### config.mk
export PLATFORM = sky130hd
export DESIGN_NAME = bbd_sweep_clock
export DESIGN_NICKNAME = d
export VERILOG_FILES = /design/src/rtl/bbd_sweep_pkg.sv /design/src/rtl/bbd_reset_sync.sv /design/src/rtl/bbd_lfo_tri.sv /design/src/rtl/bbd_sweep_map.sv /design/src/rtl/bbd_dither_loader.sv /design/src/rtl/bbd_biphase_gen.sv /design/src/rtl/bbd_sweep_clock.sv
export SDC_FILE = /design/constraint.sdc
export NUM_CORES = 1
export LEC_CHECK = 0
export CAP_MARGIN = 10
export CORE_ASPECT_RATIO = 0.6
export CORE_UTILIZATION = 58
export CTS_CLUSTER_DIAMETER = 100
export CTS_CLUSTER_SIZE = 20
export DETAILED_ROUTE_END_ITERATION = 10
export DONT_BUFFER_PORTS = 1
export PLACE_DENSITY_LB_ADDON = 0.2
export SETUP_SLACK_MARGIN = 0.05
export SYNTH_ARGS = -nofsm -noshare
export SYNTH_HDL_FRONTEND = slang
export SYNTH_SLANG_ARGS = --single-unit
### constraint.sdc
create_clock -name clk_i -period 7 [get_ports clk_i]
set_clock_uncertainty 0.05 [all_clocks]
set_input_delay 1.4 -clock clk_i [delete_from_list [all_inputs] [get_ports clk_i]]
set_output_delay 1.4 -clock clk_i [all_outputs]
set_load 0.03 [all_outputs]
### src/rtl/bbd_sweep_pkg.sv
package bbd_sweep_pkg;

  // Frequency word for 25 kHz and 500 kHz at a 50 MHz clock, 20-bit phase.
  localparam int unsigned DEF_WORD_MIN = 134218;
  localparam int unsigned DEF_WORD_MAX = 2684355;

  // Fold a sawtooth slice into a triangle: rising half passes, falling half inverts.
  function automatic logic [7:0] fold8(input logic half, input logic [7:0] ramp);
    return half ? ~ramp : ramp;
  endfunction

  typedef struct packed {
    logic phi1;
    logic phi2;
  } biphase_t;

endpackage

### src/rtl/bbd_reset_sync.sv
module bbd_reset_sync (
  input  logic clk_i,
  input  logic rst_ni,
  output logic rst_sync_no
);

  logic [1:0] stage_q;
  logic [1:0] stage_d;

  always_comb begin
    stage_d = {stage_q[0], 1'b1};
  end

  always_ff @(posedge clk_i or negedge rst_ni) begin
    if (!rst_ni) begin
      stage_q <= 2'b00;
    end else begin
      stage_q <= stage_d;
    end
  end

  assign rst_sync_no = stage_q[1];

endmodule

### src/rtl/bbd_lfo_tri.sv
module bbd_lfo_tri #(
  parameter int PH_W   = 24,
  parameter int RATE_W = 16,
  parameter int TRI_W  = 8
) (
  input  logic              clk_i,
  input  logic              rst_ni,
  input  logic [RATE_W-1:0] rate_i,
  output logic [TRI_W-1:0]  tri_o
);

  localparam int TOP = PH_W - 1;

  logic [PH_W-1:0] ph_q;
  logic [PH_W-1:0] ph_d;

  always_comb begin
    ph_d = ph_q + PH_W'(rate_i);
  end

  always_ff @(posedge clk_i or negedge rst_ni) begin
    if (!rst_ni) begin
      ph_q <= '0;
    end else begin
      ph_q <= ph_d;
    end
  end

  generate
    if (TRI_W == 8) begin : g_fold_pkg
      assign tri_o = bbd_sweep_pkg::fold8(ph_q[TOP], ph_q[TOP-1 -: 8]);
    end else begin : g_fold_gen
      assign tri_o = ph_q[TOP] ? ~ph_q[TOP-1 -: TRI_W] : ph_q[TOP-1 -: TRI_W];
    end
  endgenerate

endmodule

### src/rtl/bbd_sweep_map.sv
module bbd_sweep_map #(
  parameter int          TRI_W       = 8,
  parameter int          DEPTH_W     = 8,
  parameter int          WORD_W      = 24,
  parameter int          DEPTH_SHIFT = 6,
  parameter int unsigned WORD_MIN    = 134218,
  parameter int unsigned WORD_MAX    = 2684355
) (
  input  logic [TRI_W-1:0]   tri_i,
  input  logic [DEPTH_W-1:0] depth_i,
  input  logic [WORD_W-1:0]  center_i,
  output logic [WORD_W-1:0]  word_o
);

  localparam int PROD_W = TRI_W + DEPTH_W + 2;
  localparam int SUM_W  = WORD_W + 3;
  localparam int MID    = 1 << (TRI_W - 1);

  logic signed [TRI_W:0]    tri_s;
  logic signed [PROD_W-1:0] prod;
  logic signed [SUM_W-1:0]  offs;
  logic signed [SUM_W-1:0]  sum;
  logic signed [SUM_W-1:0]  lim_lo;
  logic signed [SUM_W-1:0]  lim_hi;

  always_comb begin
    tri_s  = $signed({1'b0, tri_i}) - $signed((TRI_W+1)'(MID));
    prod   = PROD_W'(tri_s) * $signed(PROD_W'({1'b0, depth_i}));
    offs   = SUM_W'(prod) <<< DEPTH_SHIFT;
    sum    = $signed({3'b000, center_i}) + offs;
    lim_lo = $signed(SUM_W'(WORD_MIN));
    lim_hi = $signed(SUM_W'(WORD_MAX));
    if (sum < lim_lo) begin
      word_o = WORD_W'(WORD_MIN);
    end else if (sum > lim_hi) begin
      word_o = WORD_W'(WORD_MAX);
    end else begin
      word_o = sum[WORD_W-1:0];
    end
  end

endmodule

### src/rtl/bbd_dither_loader.sv
module bbd_dither_loader #(
  parameter int INC_W  = 16,
  parameter int FRAC_W = 8,
  parameter int TICK_W = 8
) (
  input  logic                    clk_i,
  input  logic                    rst_ni,
  input  logic [INC_W+FRAC_W-1:0] word_i,
  output logic                    tick_o,
  output logic [INC_W-1:0]        inc_o
);

  localparam int WORD_W = INC_W + FRAC_W;

  logic [TICK_W-1:0] cnt_q, cnt_d;
  logic [FRAC_W-1:0] err_q, err_d;
  logic [INC_W-1:0]  inc_q, inc_d;
  logic [FRAC_W:0]   frac_sum;
  logic              load_en;

  always_comb begin
    cnt_d    = cnt_q + TICK_W'(1);
    load_en  = &cnt_q;
    frac_sum = {1'b0, err_q} + {1'b0, word_i[FRAC_W-1:0]};
    err_d    = frac_sum[FRAC_W-1:0];
    inc_d    = word_i[WORD_W-1:FRAC_W] + INC_W'(frac_sum[FRAC_W]);
  end

  always_ff @(posedge clk_i or negedge rst_ni) begin
    if (!rst_ni) begin
      cnt_q <= '0;
    end else begin
      cnt_q <= cnt_d;
    end
  end

  always_ff @(posedge clk_i or negedge rst_ni) begin
    if (!rst_ni) begin
      err_q <= '0;
      inc_q <= '0;
    end else if (load_en) begin
      err_q <= err_d;
      inc_q <= inc_d;
    end
  end

  assign tick_o = load_en;
  assign inc_o  = inc_q;

endmodule

### src/rtl/bbd_biphase_gen.sv
module bbd_biphase_gen #(
  parameter int ACC_W = 20,
  parameter int INC_W = 16
) (
  input  logic             clk_i,
  input  logic             rst_ni,
  input  logic [INC_W-1:0] inc_i,
  output logic             phi1_o,
  output logic             phi2_o
);

  import bbd_sweep_pkg::*;

  logic [ACC_W-1:0] acc_q, acc_d;
  biphase_t         out_q, out_d;
  logic             msb;

  always_comb begin
    acc_d      = acc_q + ACC_W'(inc_i);
    msb        = acc_q[ACC_W-1];
    out_d.phi1 = msb & ~out_q.phi2;
    out_d.phi2 = ~msb & ~out_q.phi1;
  end

  always_ff @(posedge clk_i or negedge rst_ni) begin
    if (!rst_ni) begin
      acc_q <= '0;
      out_q <= '0;
    end else begin
      acc_q <= acc_d;
      out_q <= out_d;
    end
  end

  assign phi1_o = out_q.phi1;
  assign phi2_o = out_q.phi2;

endmodule

### src/rtl/bbd_sweep_clock.sv
module bbd_sweep_clock #(
  parameter int          ACC_W       = 20,
  parameter int          INC_W       = 16,
  parameter int          FRAC_W      = 8,
  parameter int          LFO_W       = 24,
  parameter int          RATE_W      = 16,
  parameter int          TRI_W       = 8,
  parameter int          DEPTH_W     = 8,
  parameter int          DEPTH_SHIFT = 6,
  parameter int          TICK_W      = 8,
  parameter int unsigned WORD_MIN    = bbd_sweep_pkg::DEF_WORD_MIN,
  parameter int unsigned WORD_MAX    = bbd_sweep_pkg::DEF_WORD_MAX
) (
  input  logic                     clk_i,
  input  logic                     rst_ni,
  input  logic [RATE_W-1:0]        lfo_rate_i,
  input  logic [DEPTH_W-1:0]       sweep_depth_i,
  input  logic [INC_W+FRAC_W-1:0]  sweep_center_i,
  output logic                     phi1_o,
  output logic                     phi2_o
);

  localparam int WORD_W = INC_W + FRAC_W;

  logic              rst_core_n;
  logic [TRI_W-1:0]  tri_w;
  logic [WORD_W-1:0] word_w;
  logic              tick_w;
  logic [INC_W-1:0]  inc_w;

  bbd_reset_sync u_rst (
    .clk_i       (clk_i),
    .rst_ni      (rst_ni),
    .rst_sync_no (rst_core_n)
  );

  bbd_lfo_tri #(
    .PH_W   (LFO_W),
    .RATE_W (RATE_W),
    .TRI_W  (TRI_W)
  ) u_lfo (
    .clk_i  (clk_i),
    .rst_ni (rst_core_n),
    .rate_i (lfo_rate_i),
    .tri_o  (tri_w)
  );

  bbd_sweep_map #(
    .TRI_W       (TRI_W),
    .DEPTH_W     (DEPTH_W),
    .WORD_W      (WORD_W),
    .DEPTH_SHIFT (DEPTH_SHIFT),
    .WORD_MIN    (WORD_MIN),
    .WORD_MAX    (WORD_MAX)
  ) u_map (
    .tri_i    (tri_w),
    .depth_i  (sweep_depth_i),
    .center_i (sweep_center_i),
    .word_o   (word_w)
  );

  bbd_dither_loader #(
    .INC_W  (INC_W),
    .FRAC_W (FRAC_W),
    .TICK_W (TICK_W)
  ) u_load (
    .clk_i  (clk_i),
    .rst_ni (rst_core_n),
    .word_i (word_w),
    .tick_o (tick_w),
    .inc_o  (inc_w)
  );

  bbd_biphase_gen #(
    .ACC_W (ACC_W),
    .INC_W (INC_W)
  ) u_out (
    .clk_i  (clk_i),
    .rst_ni (rst_core_n),
    .inc_i  (inc_w),
    .phi1_o (phi1_o),
    .phi2_o (phi2_o)
  );

endmodule

==> results of run 1 <==
[critical path: cells and delay by family]
family,cells,cell delay [ns]
simple gates,11,1.96
xor+xnor,2,0.23
compound gates,17,2.40
fa+ha+maj,8,2.95
buf+inv,8,0.82
[worst min-delay path by stage]
stage,cells past startpoint,end,slack [ns],from
final,0,u_rst.stage_q[1],0.30,u_rst.stage_q[0]
after global routing,0,u_rst.stage_q[1],0.32,u_rst.stage_q[0]
after CTS,0,u_rst.stage_q[1],0.31,u_rst.stage_q[0]
after floorplan,0,u_rst.stage_q[1],0.28,u_rst.stage_q[0]
after detailed placement,0,u_rst.stage_q[1],0.29,u_rst.stage_q[0]
after global placement,0,u_rst.stage_q[1],0.28,u_rst.stage_q[0]
[stage by stage]
stage,std cells,TNS [ns],utilization,hold slack (ns)
after floorplan,973,-40.86,-,0.2812
after global placement,1309,-44.94,0.7033,0.2838
after detailed placement,1309,-48.74,0.7033,0.2910
after CTS,1350,-38.12,0.7575,0.3057
after global routing,1351,-48.85,0.7788,0.3151
final,1351,-42.47,0.7788,0.3041
[synthesized netlist by cell type, types with 6 or more instances]
| master | number |
|---|---|
| o21ai_1 | 12 |
| nand4_1 | 6 |
| nor2_1 | 46 |
| a21oi_1 | 49 |
| or3_1 | 6 |
| xor2_1 | 37 |
| or2_2 | 9 |
| nand2b_1 | 6 |
| a21boi_0 | 7 |
| o21a_1 | 18 |
| clkbuf_1 | 8 |
| a21o_1 | 21 |
| inv_1 | 139 |
| o21ai_0 | 38 |
| nand2_1 | 71 |
| nor2b_1 | 9 |
| nand3_1 | 25 |
| and2_1 | 51 |
| a211oi_1 | 6 |
| ha_1 | 101 |
| and3_1 | 7 |
| o21bai_1 | 9 |
| fa_1 | 60 |
| xnor2_1 | 46 |
| dfrtp_1 | 80 |
| nor3_1 | 19 |
[layout make-up]
| class | instances | area, um2 |
|---|---|---|
| Sequential cell | 80 | 2009 |
| Clock inverter | 2 | 37.54 |
| Multi-Input combinational cell | 740 | 6960 |
| Fill cell | 971 | 3247 |
| Clock buffer | 13 | 270.3 |
| Tap cell | 198 | 247.7 |
| Inverter | 139 | 521.8 |
| Timing Repair Buffer | 179 | 1383 |
[kinds of logic after synthesis]
logic type,Yosys count
AOI/OAI and AO/OA,210
xor gates and xnor gates,85
adders and majority gates,161
buffers and inverters,153
DFF,80
muxes,4
other,1
and+or+nand+nor,279
[flip-flops by register name, summed over array words and instances (netlist names)]
| signal | count |
|---|---|
| u_rst.stage_q | 2 |
| u_load.err_q | 8 |
| u_out.acc_q | 20 |
| u_load.cnt_q | 8 |
| u_out.phi2_o | 1 |
| u_lfo.ph_q | 24 |
| u_out.phi1_o | 1 |
| u_load.inc_o | 16 |
[cells in the final DEF, fill, tap and decap left out, types with 21 or more instances in the layout]
cell type  instances
inv_1            126
fa_1              54
xnor2_1           41
nor2_1            45
nand3_1           23
o21ai_0           25
a21oi_1           37
and2_1            48
dfrtp_1           78
buf_4            171
ha_1              85
a21o_1            21
xor2_1            30
nand2_1           60
[metal layers]
| metal | vias up | wire (um) | track usage | share of wire |
|---|---|---|---|---|
| met5 | - | 0 | 0 | 0 |
| met4 | 0 | 231 | 0.05080 | 0.010 |
| met3 | 27 | 1329 | 0.07554 | 0.060 |
| met2 | 163 | 9505 | 0.4191 | 0.43 |
| met1 | 3538 | 11250 | 0.4323 | 0.50 |
| li1 | 3614 | - | - | - |
[repair_timing]
action	4_1_cts	5_1_grt
pin swaps	44	74
hold buffers	0	0
setup buffers	27	14
gates resized for setup	60	54
setup endpoints to repair	22	22
==> results.yml, run 1 <==
yosys:
  syn_area_per_cell_um2: 9.068
  async_flop_share: 1.000
  synth_seq_cells: 80
  synth_edf_count: 0
  yosys.cell_types.count: 77
  ys_seq_area_frac: 0.2269
  synth-simple-area-share: 0.1655
  synth_compound_area_frac: 0.1672
  ys.flop_type: "dfrtp_1"
  yosys-top-cells-area: "dfrtp_1 (23%), ha_1 (14%), fa_1 (14%), inv_1 (5.9%), xnor2_1 (4.6%)"
  synth_top_family_by_area: "adder cells"
  synth-xor-area-share: 0.08735
  synthMuxAreaShare: 0.004963
  syn_nets: 1184
  synth_top_area_cell: "dfrtp_1"
  synthAdderAreaFrac: 0.2794
  synth_top_area_frac: 0.2269
  yosysWarnings: 0
  postSynthCellCount: 973
  synth_area_um2: 8823
global_routing:
  grt-ovfl-total: 0
  grt_pass1_vias: 7428
  grt_max_degree: 79
  grt_pass1_wl_um: 36260
  antenna_found_initial: 0
  grt_usage: 0.2884
timing:
  period_share: 1.372
  tightest_slew_ns: 1.025
  hold_viol: 0
  grt_setup_unrepaired: "true"
  clock.fmax_mhz: 104.1
  slew_headroom: 0.3109
  setup_viol: 22
  worst_slack_ns: -2.604
  slew_viol_final: 0
  post-route-min-period_ns: 9.604
clocking:
  cts_buffer_depth: 2
  cts_tree: "yes"
  clkTransAtPathRegs_ns: 0.06
  cts-root-buf: "clkbuf_16"
  cts.htree.levels: 3
  cts_buffers: 9
  clock_sinks: 80
  clk_latency_ns: 0.34
die:
  core_um2: 14680
  die_w_um: 161.2
  die_height_um: 97.54
  start_util: 0.6012
  die_area_um2: 15730
  ioPinCount: 52
  fp-row-count: 34
placement:
  hpwl_um: 16870
  io_buffers: 0
  pre_cts_ws_ns: -2.810
  gp_congestion: 0.9405
  place_area_um2: 10320
worst_setup_path:
  arrival_ns: 9.76
  critPathCapture: "u_load.inc_o[9]"
  crit_path_max_fanout: 8
  end_kind: "flip-flop"
  cp_slowest_cell: "fa_1"
  crit_start: "sweep_depth_i[0]"
  timing.rr.start: "u_lfo.ph_q[23]"
  cp_common_cell: "a21oi_2"
  r2r_end: "u_load.inc_o[9]"
  cp_slowest_stage_delay_ns: 0.55
  cp-start-kind: "input port"
  reg2reg_depth: 48
  r2r_slack_ns: -2.56
  path_class: "input port to flip-flop"
  cp.required_ns: 7.16
routing:
  first_iter_violations: 495
  antenna_left: 0
  wl_per_cell_um: 16.51
  drt_wl_total_um: 22310
  drc: 0
  vias: 7342
  first_pass_iters: 5
  viasPerCell: 5.434
min_path:
  hp-class: "flip-flop to flip-flop"
cells_and_area:
  stdcell_area_um2: 11430
  drive_gt1_frac: 0.2940
  area_growth_pct: 29.54
  n_antenna_cell: 0
  nets: 1360
job:
  max_cap_violations: 0
status:
  violations: "negative setup slack"
  outcome: "finished with violations"
Power of run 1 is left out: the tool's default activity adds up to more than one toggle a clock period on the data nets, which glitch-free logic cannot reach.
==> run 2: changes to the inputs <==
ABC_CLOCK_PERIOD_IN_PS = 7000   (was unset)
MAX_ROUTING_LAYER = met4   (was unset)
==> run 2 against run 1 <==
Net effect:
- the flow still finishes with violations (negative setup slack)
- utilization shrank 0.81 points
- hold slack lost 0.0049 ns
- cell count grew 0.30%
- global-route usage grew 1.9 points
- clock-buffer cell count shrank 1
- non-clock buffer count grew 3
- first-iteration DRC count shrank 0.40%
- die area is the same
- critical endpoint unchanged
- largest cell class unchanged
==> results.yml, run 2 (synthesized netlist as in run 1, its figures left out) <==
clocking:
  clock_sinks: 80
  cts-root-buf: "clkbuf_16"
  cts.htree.levels: 3
  cts_buffer_depth: 2
  clk_latency_ns: 0.34
  cts_tree: "yes"
  clkTransAtPathRegs_ns: 0.06
  cts_buffers: 9
worst_setup_path:
  reg2reg_depth: 49
  crit_start: "sweep_depth_i[2]"
  cp_slowest_cell: "fa_1"
  cp_slowest_stage_delay_ns: 0.56
  cp.required_ns: 7.16
  end_kind: "flip-flop"
  cp-start-kind: "input port"
  arrival_ns: 9.63
  timing.rr.start: "u_lfo.ph_q[23]"
  r2r_slack_ns: -2.38
  r2r_end: "u_load.inc_o[9]"
  critPathCapture: "u_load.inc_o[9]"
  cp_common_cell: "a21oi_2"
  crit_path_max_fanout: 8
  path_class: "input port to flip-flop"
die:
  die_area_um2: 15730
  die_w_um: 161.2
  die_height_um: 97.54
  start_util: 0.6012
  core_um2: 14680
  ioPinCount: 52
  fp-row-count: 34
cells_and_area:
  drive_gt1_frac: 0.2826
  seqCellArea_um2: 2007
  stdcell_count: 1355
  fill_cells: 1012
  multi_input_comb_area_um2: 6814
  layout_common_cells: "buf_4 (172), inv_1 (127), ha_1 (86)"
  nets: 1363
  largest_reg_flops: 24
  top_register: "u_lfo.ph_q"
  layout_commonest_cell: "buf_4"
  area_growth_pct: 28.19
  n_antenna_cell: 0
placement:
  io_buffers: 0
  hpwl_um: 17680
  dp_cells: 1309
  gp_congestion: 0.9528
routing:
  drc: 0
  wl_met1_um: 11120
  dr.max_layer_used: "met4"
  first_iter_violations: 493
  drt_wl_total_um: 22590
  viasPerCell: 5.432
  wl_met3_um: 1302
  wl_per_cell_um: 16.67
  vias: 7360
  first_pass_iters: 5
  antenna_left: 0
  wl_met2_um: 10030
global_routing:
  grt-ovfl-total: 0
  grt_pass1_wl_um: 37440
  grt_usage: 0.3078
  grt_max_degree: 79
  antenna_found_initial: 0
  grt_pass1_vias: 7560
timing:
  worst_slack_ns: -2.470
  setup_viol: 22
  post-route-min-period_ns: 9.470
  period_share: 1.353
  tightest_slew_ns: 1.054
  slew_viol_final: 0
  slew_headroom: 0.2910
  grt_setup_unrepaired: "true"
  clock.fmax_mhz: 105.6
  hold_viol: 0
status:
  violations: "negative setup slack"
  outcome: "finished with violations"
min_path:
  hp-class: "flip-flop to flip-flop"
job:
  max_cap_violations: 0
==> run 2: cell type report <==
class / count / share of cell area
multi-input combinational: 740 / 0.6024
sequential: 80 / 0.1774
timing repair buffer: 182 / 0.1249
inverter: 139 / 0.04613
clock buffer: 12 / 0.02268
tap: 198 / 0.02190
clock inverter: 4 / 0.004535
==> run 2: through the flow <==
stage,utilization,cell area (um2),setup TNS [ns],hold WS (ns),setup slack [ns]
finish,0.7707,11310,-41.57,0.2992,-2.470
global route,0.7707,11310,-47.81,0.3042,-2.804
CTS,0.7594,11150,-36.38,0.3024,-2.220
detailed placement,0.7033,10320,-48.25,0.2879,-2.837
global placement,0.7033,10320,-43.86,0.2834,-2.544
floorplan,-,9019,-40.86,0.2812,-2.495
==> run 2: repair_timing <==
item,in CTS,in global routing
buffers inserted,23,7
hold buffers,0,0
endpoints found under the setup margin,22,22
pin swaps,46,18
endpoints found under the hold margin,0,0
gates resized for setup,73,21
==> run 2: critical path: cells and delay by family <==
kind	cells	cell delay [ns]
AOI/OAI and AO/OA	20	3.00
buffers and inverters	7	0.66
adders and majority gates	9	3.15
and+or+nand+nor	7	0.97
xor gates and xnor gates	3	0.47
==> run 2: routing by layer <==
layer  global-route usage  up-vias
li1                     -     3631
met1               0.4464     3525
met2               0.4642      189
met3              0.05079       15
met4              0.03774        0
met5                    -        -
==> run 2: worst min-delay path by stage <==
stage                     cells past startpoint        startpoint                to  slack [ns]
after floorplan                               0  u_rst.stage_q[0]  u_rst.stage_q[1]        0.28
after global placement                        0  u_rst.stage_q[0]  u_rst.stage_q[1]        0.28
after detailed placement                      0  u_rst.stage_q[0]  u_rst.stage_q[1]        0.29
after CTS                                     0  u_rst.stage_q[0]  u_rst.stage_q[1]        0.30
after global routing                          0  u_rst.stage_q[0]  u_rst.stage_q[1]        0.30
final                                         0  u_rst.stage_q[0]  u_rst.stage_q[1]        0.30
Power of run 2 is left out for the same reason.
==> run 3: changes to the inputs <==
CORE_UTILIZATION = 45   (was 58)
==> run 3 against run 2 <==
Net effect:
- the flow still finishes with violations (negative setup slack)
- first-iteration DRC count is 23% lower
- via count is 3.4% lower
- cell count is 4.9% higher
- sequential share of layout area is 0.29 points lower
- worst setup slack better by 0.12 ns
- wire length is 6.1% lower
- register-to-register slack better by 0.04 ns
- critical path depth stayed put
- critical path type unchanged
- largest cell class unchanged
==> results.yml, run 3 (synthesized netlist as in run 1, its figures left out) <==
cells_and_area:
  largest_reg_flops: 24
  area_growth_pct: 30.20
  fill_cells: 1646
  nets: 1362
  layout_common_cells: "buf_4 (173), inv_1 (130), ha_1 (82)"
  drive_gt1_frac: 0.2855
  n_antenna_cell: 0
  layout_commonest_cell: "buf_4"
  top_register: "u_lfo.ph_q"
  stdcell_count: 1422
placement:
  gp_congestion: 0.9080
  io_buffers: 0
  dp_cells: 1385
  hpwl_um: 16990
timing:
  tightest_slew_ns: 0.9831
  setup_viol: 22
  holdWs_ns: 0.3073
  hold_viol: 0
  post-route-min-period_ns: 9.345
  worst_slack_ns: -2.345
  grt_setup_unrepaired: "true"
  slew_viol_final: 0
  slew_headroom: 0.3446
  period_share: 1.335
  clock.fmax_mhz: 107.0
routing:
  first_iter_violations: 379
  drt_wl_total_um: 21200
  first_pass_iters: 4
  drc: 0
  viasPerCell: 4.998
  vias: 7107
  antenna_left: 0
  wl_per_cell_um: 14.91
worst_setup_path:
  r2r_slack_ns: -2.34
  path_class: "input port to flip-flop"
  cp.required_ns: 7.15
  arrival_ns: 9.50
  worst-path-buf-inv: 9
  end_kind: "flip-flop"
  timing.rr.start: "u_lfo.ph_q[23]"
  r2r_end: "u_load.inc_o[9]"
  critical-path-top-delay-family: "adder cells"
  reg2reg_depth: 47
  crit_path_max_fanout: 8
  cp_slowest_cell: "fa_1"
  cp-start-kind: "input port"
  cp_slowest_stage_delay_ns: 0.53
clocking:
  ctsHoldBuffers: 0
  clock_sinks: 80
  cts.htree.levels: 3
  cts_buffers: 9
  cts_buffer_depth: 2
  cts-root-buf: "clkbuf_16"
  cts_tree: "yes"
  clkTransAtPathRegs_ns: 0.06
  clk_latency_ns: 0.33
die:
  die_area_um2: 20190
  ioPinCount: 52
  start_util: 0.4613
  fp-row-count: 39
  core_um2: 19130
  die_height_um: 110.5
  die_w_um: 182.8
global_routing:
  grt_max_degree: 79
  grt_pass1_vias: 7154
  grt_usage: 0.2251
  grt-ovfl-total: 0
  antenna_found_initial: 0
  grt_pass1_wl_um: 35710
min_path:
  hp-start: "u_rst.stage_q[0]"
  hp-class: "flip-flop to flip-flop"
  whs_endpoint: "u_rst.stage_q[1]"
  holdPathStages: 0
job:
  max_cap_violations: 0
status:
  outcome: "finished with violations"
  violations: "negative setup slack"
run 3: cell count changes in the layout (fill, tap and decap cells not counted), moves of 3 or more:
cell / change
inv_1: +3
inv_2: -3
ha_4: +3
xor2_2: +4
buf_6: -3
xnor2_2: +3
ha_1: -4
xor2_1: -4
run 3: cell type report:
type	instances	area [um2]	share of cell area
sequential	80	2006	0.1746
clock inverter	4	56.30	0.004901
timing repair buffer	181	1401	0.1220
multi-input combinational	740	6904	0.6010
inverter	139	521.8	0.04541
tap	266	332.8	0.02897
clock buffer	12	266.5	0.02320
run 3: metal layers:
layer	track usage	vias to the layer above	part of all wire	wire [um]
li1	-	3622	-	-
met1	0.3626	3358	0.55	11740
met2	0.2911	118	0.38	8149
met3	0.04947	9	0.059	1248
met4	0.01667	0	0.0029	61
met5	-	-	0	0
run 3: worst register-to-register path: cells and delay by family (launching register included):
kind,cells,cell delay [ns]
XOR/XNOR,3,0.51
adder cells (fa/ha/maj),9,3.32
AND/OR/NAND/NOR,11,1.87
AO/OA/AOI/OAI,14,1.92
buffers and inverters,10,1.12
flip-flops,1,0.41
run 3: worst max path at each step:
stage | endpoint | from | depth (start not counted) | slack (ns)
floorplan | u_load.inc_o[11] | sweep_depth_i[3] | 44 | -2.49
global placement | u_load.inc_o[9] | sweep_depth_i[2] | 41 | -2.64
detailed placement | u_load.inc_o[9] | sweep_depth_i[2] | 47 | -2.90
CTS | u_load.inc_o[9] | sweep_depth_i[3] | 46 | -2.25
global route | u_load.inc_o[9] | sweep_depth_i[3] | 46 | -2.95
finish | u_load.inc_o[5] | sweep_depth_i[3] | 46 | -2.35
run 3: stage by stage:
step / area, um2 / setup slack (ns) / setup TNS, ns / util
final: 11490 / -2.345 / -40.28 / 0.6006
after CTS: 11290 / -2.253 / -36.81 / 0.5900
after floorplan: 9019 / -2.495 / -40.86 / -
after global placement: 10470 / -2.643 / -46.35 / 0.5472
after detailed placement: 10470 / -2.901 / -50.02 / 0.5472
after global routing: 11490 / -2.948 / -50.88 / 0.6006
run 3: what timing repair did:
action / in CTS / in global routing
gates resized for setup: 72 / 24
buffers inserted: 14 / 7
pin swaps: 45 / 34
setup endpoints to repair: 22 / 22
Power of run 3 is left out for the same reason.
